## src/rtl/tws_pkg.sv

```systemverilog
package tws_pkg;
  typedef enum logic [1:0] {
    ST_IDLE  = 2'd0,
    ST_SCAN  = 2'd1,
    ST_FINAL = 2'd2
  } tws_state_e;
endpackage

```

## src/rtl/tws_merge.sv

```systemverilog
// Folds the two sweep passes into one map: an entry is good only if its twin
// in the other pass also passed. Entries at or above 2N are forced to zero.
module tws_merge #(
  parameter int MAX_TAPS = 16,
  parameter int VEC_W    = 2 * MAX_TAPS,
  parameter int CNT_W    = $clog2(MAX_TAPS + 1),
  parameter int IDX_W    = $clog2(VEC_W)
) (
  input  logic [VEC_W-1:0] raw,
  input  logic [CNT_W-1:0] n,
  output logic [VEC_W-1:0] merged
);
  for (genvar gi = 0; gi < VEC_W; gi++) begin : g_bit
    logic [IDX_W-1:0] up_i;
    logic [IDX_W-1:0] dn_i;
    assign up_i = IDX_W'(gi) + IDX_W'(n);
    assign dn_i = IDX_W'(gi) - IDX_W'(n);
    always_comb begin
      if (gi < int'(n))
        merged[gi] = raw[gi] & raw[up_i];
      else if (gi < 2 * int'(n))
        merged[gi] = raw[gi] & raw[dn_i];
      else
        merged[gi] = 1'b0;
    end
  end
endmodule

```

## src/rtl/tws_scan.sv

```systemverilog
// Longest-run tracker: one entry per step; strict compare keeps earliest run.
module tws_scan #(
  parameter int LEN_W = 6
) (
  input  logic             clk,
  input  logic             rst,
  input  logic             load,
  input  logic             step,
  input  logic             bit_in,
  input  logic [LEN_W-1:0] pos,
  input  logic [LEN_W-1:0] total,
  output logic [LEN_W-1:0] fin_len,
  output logic [LEN_W-1:0] fin_start
);
  logic [LEN_W-1:0] cur_len;
  logic [LEN_W-1:0] best_len;
  logic [LEN_W-1:0] best_start;

  always_ff @(posedge clk) begin
    if (rst || load) begin
      cur_len    <= '0;
      best_len   <= '0;
      best_start <= '0;
    end else if (step) begin
      if (bit_in) begin
        cur_len <= cur_len + 1'b1;
      end else begin
        if (cur_len > best_len) begin
          best_len   <= cur_len;
          best_start <= pos - cur_len;
        end
        cur_len <= '0;
      end
    end
  end

  // trailing run that reaches the last entry is closed here
  always_comb begin
    if (cur_len > best_len) begin
      fin_len   = cur_len;
      fin_start = total - cur_len;
    end else begin
      fin_len   = best_len;
      fin_start = best_start;
    end
  end


  best_grows_chk: assert property (@(posedge clk) disable iff (rst)
    (step && !load) |=> best_len >= $past(best_len));
endmodule

```

## src/rtl/tws_pick.sv

```systemverilog
// Midpoint of the winning run, folded back into 0..N-1, plus run-length gate.
module tws_pick #(
  parameter int LEN_W   = 6,
  parameter int CNT_W   = 5,
  parameter int TAP_W   = 4,
  parameter int MIN_RUN = 3
) (
  input  logic [LEN_W-1:0] run_len,
  input  logic [LEN_W-1:0] run_start,
  input  logic [CNT_W-1:0] n,
  output logic [TAP_W-1:0] tap,
  output logic             ok
);
  localparam int SUM_W = LEN_W + 2;
  logic [SUM_W-1:0] twice_mid;
  logic [SUM_W-1:0] mid;
  logic [SUM_W-1:0] folded;

  assign ok        = run_len >= LEN_W'(MIN_RUN);
  // start + end = 2*start + len - 1
  assign twice_mid = {1'b0, run_start, 1'b0} + SUM_W'(run_len) - SUM_W'(1);
  assign mid       = twice_mid >> 1;
  assign folded    = (n == '0) ? '0 : (mid % SUM_W'(n));
  assign tap       = TAP_W'(folded);
endmodule

```

## src/rtl/tap_window_sel.sv

```systemverilog
module tap_window_sel #(
  parameter int MAX_TAPS = 16,
  parameter int MIN_RUN  = 3,
  parameter int VEC_W    = 2 * MAX_TAPS,
  parameter int CNT_W    = $clog2(MAX_TAPS + 1),
  parameter int TAP_W    = $clog2(MAX_TAPS)
) (
  input  logic             clk,
  input  logic             rst,
  input  logic             start,
  input  logic [CNT_W-1:0] tap_count,
  input  logic [VEC_W-1:0] pass_map,
  output logic [TAP_W-1:0] tap_sel,
  output logic             done,
  output logic             fail,
  output logic             retune_en,
  output logic             clear_req
);
  import tws_pkg::*;

  localparam int IDX_W = $clog2(VEC_W);
  localparam int LEN_W = $clog2(VEC_W + 1);

  tws_state_e       state;
  logic [CNT_W-1:0] n_eff;
  logic [CNT_W-1:0] n_lat;
  logic [VEC_W-1:0] merged_w;
  logic [VEC_W-1:0] merged_q;
  logic [LEN_W-1:0] idx;
  logic [LEN_W-1:0] total;
  logic [LEN_W-1:0] fin_len;
  logic [LEN_W-1:0] fin_start;
  logic [TAP_W-1:0] pick_tap;
  logic             pick_ok;
  logic             accept;
  logic             scanning;

  // clamp requested tap count into 1..MAX_TAPS
  always_comb begin
    if (tap_count == '0)
      n_eff = CNT_W'(1);
    else if (tap_count > CNT_W'(MAX_TAPS))
      n_eff = CNT_W'(MAX_TAPS);
    else
      n_eff = tap_count;
  end

  assign accept   = start && (state == ST_IDLE);
  assign scanning = (state == ST_SCAN);
  assign total    = {n_lat, 1'b0};

  tws_merge #(
    .MAX_TAPS(MAX_TAPS), .VEC_W(VEC_W), .CNT_W(CNT_W), .IDX_W(IDX_W)
  ) merge_i (
    .raw(pass_map), .n(n_eff), .merged(merged_w)
  );

  tws_scan #(.LEN_W(LEN_W)) scan_i (
    .clk(clk), .rst(rst), .load(accept), .step(scanning),
    .bit_in(merged_q[idx[IDX_W-1:0]]), .pos(idx), .total(total),
    .fin_len(fin_len), .fin_start(fin_start)
  );

  tws_pick #(
    .LEN_W(LEN_W), .CNT_W(CNT_W), .TAP_W(TAP_W), .MIN_RUN(MIN_RUN)
  ) pick_i (
    .run_len(fin_len), .run_start(fin_start), .n(n_lat),
    .tap(pick_tap), .ok(pick_ok)
  );

  always_ff @(posedge clk) begin
    if (rst) begin
      state     <= ST_IDLE;
      idx       <= '0;
      merged_q  <= '0;
      n_lat     <= CNT_W'(1);
      tap_sel   <= '0;
      done      <= 1'b0;
      fail      <= 1'b0;
      retune_en <= 1'b0;
      clear_req <= 1'b0;
    end else begin
      done      <= 1'b0;
      fail      <= 1'b0;
      clear_req <= 1'b0;
      case (state)
        ST_IDLE: begin
          if (start) begin
            merged_q  <= merged_w;
            n_lat     <= n_eff;
            idx       <= '0;
            retune_en <= 1'b0;
            clear_req <= 1'b1;
            state     <= ST_SCAN;
          end
        end
        ST_SCAN: begin
          idx <= idx + 1'b1;
          if (idx == total - 1'b1) state <= ST_FINAL;
        end
        ST_FINAL: begin
          done <= 1'b1;
          if (pick_ok) begin
            tap_sel   <= pick_tap;
            retune_en <= 1'b1;
          end else begin
            fail <= 1'b1;
          end
          state <= ST_IDLE;
        end
        default: state <= ST_IDLE;
      endcase
    end
  end


  done_pulse_chk: assert property (@(posedge clk) disable iff (rst)
    done |=> !done);

  fail_with_done_chk: assert property (@(posedge clk) disable iff (rst)
    fail |-> done);

  fail_keeps_tap_chk: assert property (@(posedge clk) disable iff (rst)
    (done && fail) |-> $stable(tap_sel));

  retune_rise_chk: assert property (@(posedge clk) disable iff (rst)
    $rose(retune_en) |-> (done && !fail));

  tap_range_chk: assert property (@(posedge clk) disable iff (rst)
    (done && !fail) |-> (CNT_W'(tap_sel) < n_lat));

  clear_after_start_chk: assert property (@(posedge clk) disable iff (rst)
    accept |=> (clear_req && !retune_en));

  busy_no_clear_chk: assert property (@(posedge clk) disable iff (rst)
    (start && state != ST_IDLE) |=> !clear_req);
endmodule

```

## config.mk

```make
export PLATFORM = sky130hd
export DESIGN_NAME = tap_window_sel
export DESIGN_NICKNAME = d
export VERILOG_FILES = /design/src/rtl/tws_pkg.sv /design/src/rtl/tws_merge.sv /design/src/rtl/tws_scan.sv /design/src/rtl/tws_pick.sv /design/src/rtl/tap_window_sel.sv
export SDC_FILE = /design/constraint.sdc
export NUM_CORES = 1
export LEC_CHECK = 0
export ABC_AREA = 1
export BUFFER_PORTS_ARGS = -buffer_cell sky130_fd_sc_hd__clkbuf_2
export CORE_MARGIN = 3
export CORE_UTILIZATION = 55
export CTS_BUF_LIST = sky130_fd_sc_hd__clkbuf_4
export CTS_CLUSTER_SIZE = 10
export DETAILED_ROUTE_END_ITERATION = 12
export GPL_TIMING_DRIVEN = 1
export PLACE_DENSITY = 0.82
export SKIP_LAST_GASP = 1
export SYNTH_ARGS = -nofsm -noshare
export SYNTH_HDL_FRONTEND = slang
export SYNTH_HIERARCHICAL = 1
export SYNTH_SLANG_ARGS = --single-unit
```

## constraint.sdc

```tcl
create_clock -name clk -period 25.3 [get_ports clk]
set_input_delay 2.53 -clock clk [delete_from_list [all_inputs] [get_ports clk]]
set_output_delay 2.53 -clock clk [all_outputs]
set_load 0.05 [all_outputs]
```

==> reports/qor.txt <==
Crit path required time - 25.67 ns
Post-synth EDFFs - 0
share of post-route cells with drive strength above 1 - 8.21%
Yosys warnings - 6
final setup fails - 0
post-synthesis sequential area ratio - 12.8%
CTS buffer count - 9
hold_buf cts - 0
DP HPWL - 33700 um
Seq cells post-synth - 71
Layout area overhead - 3.36%
GPL Wtd Cong - 1.10
Row Count - 51
post-layout util - 58.4%
asr flop ratio synth - 0%
RSZ-0062 raised after global routing - false
dominant cells by area after synthesis - nand3_1, nand2_1, dfxtp_1, ha_1, inv_1
clock sinks - 71
setup TNS - 0 ns
pre-CTS setup slack - 12.72 ns
Critical Path Max Stage Delay - 0.58 ns
TritonCTS clock tree - done
Distinct cells, synth - 56
Worst setup EP type - register
Period minus WS final - 12.80 ns
TritonRoute pass-1 iters - 9
hold crit path type - register to register
Setup CP Type - register to register
clock buffer depth - 2
Detailed Route WL - 43400 um
Chip Width - 148 um
vias in the first global route - 12600
pin count of the biggest net entering global routing - 56
Reg-to-Reg Start - scan_i/cur_len[5]
Routed Antenna Nets - 0
worst path bufs/invs - 9
Final period util - 50.6%
synthesized cell area - 11100 um^2
fmax - 0.0781 GHz
R2R setup slack - 12.50 ns
post-synth top area share - 23.7%
Starting Density - 56.5%
most frequent cell after synthesis - nand3_1
drt wl/cell - 19.7 um
Critical R2R Capture - tap_sel[1]
initial antenna violation count - 1
worst clock skew - 0.0161 ns
via count - 13800
post-CTS sizing - 0
Port Buffers - 47
clk slew on worst S/H paths - 0.13 ns
Synth Flop Type - dfxtp_1
Die Ht - 148 um
Max-slew headroom - 24.1%
Setup crit start kind - register
All-Layer GR Usage - 38.4%
DR vias/cell - 6.25
DRT iter0 DRCs - 1700
largest area contributor in the netlist - nand3_1
register area - 1420 um^2
CTS root buffer - clkbuf_4
total of max-cap violations - 0
GR Overflow Total - 0
num ports - 48
final hold viol count - 0
Multi-input gate area - 8380 um^2
Critical-path top delay cell - a21oi_1
Most common cell on crit path - nand2_1
syn nets - 2062
die area - 21900 um^2
FILL cells - 2059
synth cell count leaders - nand3_1, nand2_1, inv_1
worst path arrival time - 13.17 ns
R2R depth - 81
Cells after Synth - 1936
outcome - complete, no violations
Slew Viols, Final - 0
post-CTS setup buffer count - 0
DRC - 0
Hold Crit Depth - 2
Slew @ Worst Pin - 1.14 ns
number of H-tree levels - 3
min-delay src - merged_q[13]
cell family with most CP delay - simple AND/OR/NAND/NOR gates
Avg Synthesized Cell Area - 5.73 um^2
sink of the worst hold path - merged_q[13]
Core Area - 19700 um^2
CP max FO - 21
NumNets Final - 2058
first-pass GRT wire length - 66700 um
clk_lat worst skew - 0.44 ns
PnR worst setup slack - 12.50 ns
-- worst reg2reg max path, delay by kind of cell (launching register included) --
| family | cells | cell delay, ns |
|---|---|---|
| AND/OR/NAND/NOR | 44 | 5.42 |
| adder cells (fa/ha/maj) | 11 | 3.53 |
| AO/OA/AOI/OAI | 17 | 2.93 |
| buffers and inverters | 9 | 0.52 |
| flip-flops | 1 | 0.38 |
-- cells by family (layout without fill, tap and decap cells) --
family                     count (synthesis)  in the layout  share of synthesized area (%)
buffers and inverters                    310            311                           11.9
other                                      2              4                         0.0677
adders and majority gates                 86             86                           9.97
xor gates and xnor gates                  48             48                           3.86
and+or+nand+nor                         1200           1200                           50.5
DFF                                       71             71                           12.8
AOI/OAI and AO/OA                        219            219                           10.9
-- stage by stage --
step	std cells	hold slack [ns]	area (um^2)
after floorplan	1936	0.429	11100
after global routing	2202	0.479	11500
final	2204	0.461	11500
after detailed placement	2186	0.446	11300
after global placement	2186	0.441	11300
after CTS	2202	0.464	11500
-- registers in the layout, indices dropped and copies added (netlist names) --
register / flops
n_lat: 5
fail: 1
scan_i/best_start: 6
retune_en: 1
done: 1
clear_req: 1
scan_i/best_len: 6
idx: 6
scan_i/cur_len: 6
tap_sel: 4
state: 2
merged_q: 32
-- per-layer routing --
layer,vias up,track usage (%),part of all wire (%)
li1,6470,-,-
met1,6195,46.3,37
met2,861,61.1,43
met3,259,7.59,11
met4,0,28.1,9.2
met5,-,0,0
-- worst max path at each step --
stage / from / cells after the start / to / slack, ns
3_3_place_gp: scan_i/cur_len[5] / 81 / tap_sel[3] / 13.31
6_report: scan_i/cur_len[5] / 81 / tap_sel[1] / 12.50
5_1_grt: scan_i/cur_len[5] / 85 / tap_sel[2] / 11.23
4_1_cts: scan_i/cur_len[5] / 80 / tap_sel[1] / 12.63
3_5_place_dp: scan_i/cur_len[5] / 81 / tap_sel[1] / 12.72
2_1_floorplan: scan_i/cur_len[5] / 84 / tap_sel[1] / 14.45
-- final cells by class --
cell class | count | area share, %
diodes | 2 | 0.0436
clock buffers | 9 | 0.589
clock inverters | 7 | 0.633
inverters | 241 | 7.93
multi-input cells | 1555 | 73.0
flip-flops and latches | 71 | 12.4
well taps | 265 | 2.89
repair buffers | 54 | 2.51
-- layout by cell type, fill, tap and decap left out, types with 4 or more instances in the layout --
cell / count
nand3_1: 526
nand3b_1: 6
nand3_4: 4
dfxtp_1: 71
nand3_2: 11
nor2_4: 4
xnor2_1: 16
o21ai_1: 27
xor2_1: 31
a21oi_1: 88
inv_1: 223
buf_4: 7
o21ai_0: 76
clkbuf_4: 9
or2_1: 7
ha_1: 82
fa_1: 4
inv_2: 15
nand2_2: 16
nand2_1: 428
nor3_1: 7
nor2_2: 8
nand2_4: 4
nor2_1: 125
clkbuf_2: 47
or2_2: 9
nand4_1: 39
a21oi_2: 4
Power is left out: the tool's default activity adds up to more than one toggle a clock period on the data nets, which glitch-free logic cannot reach.
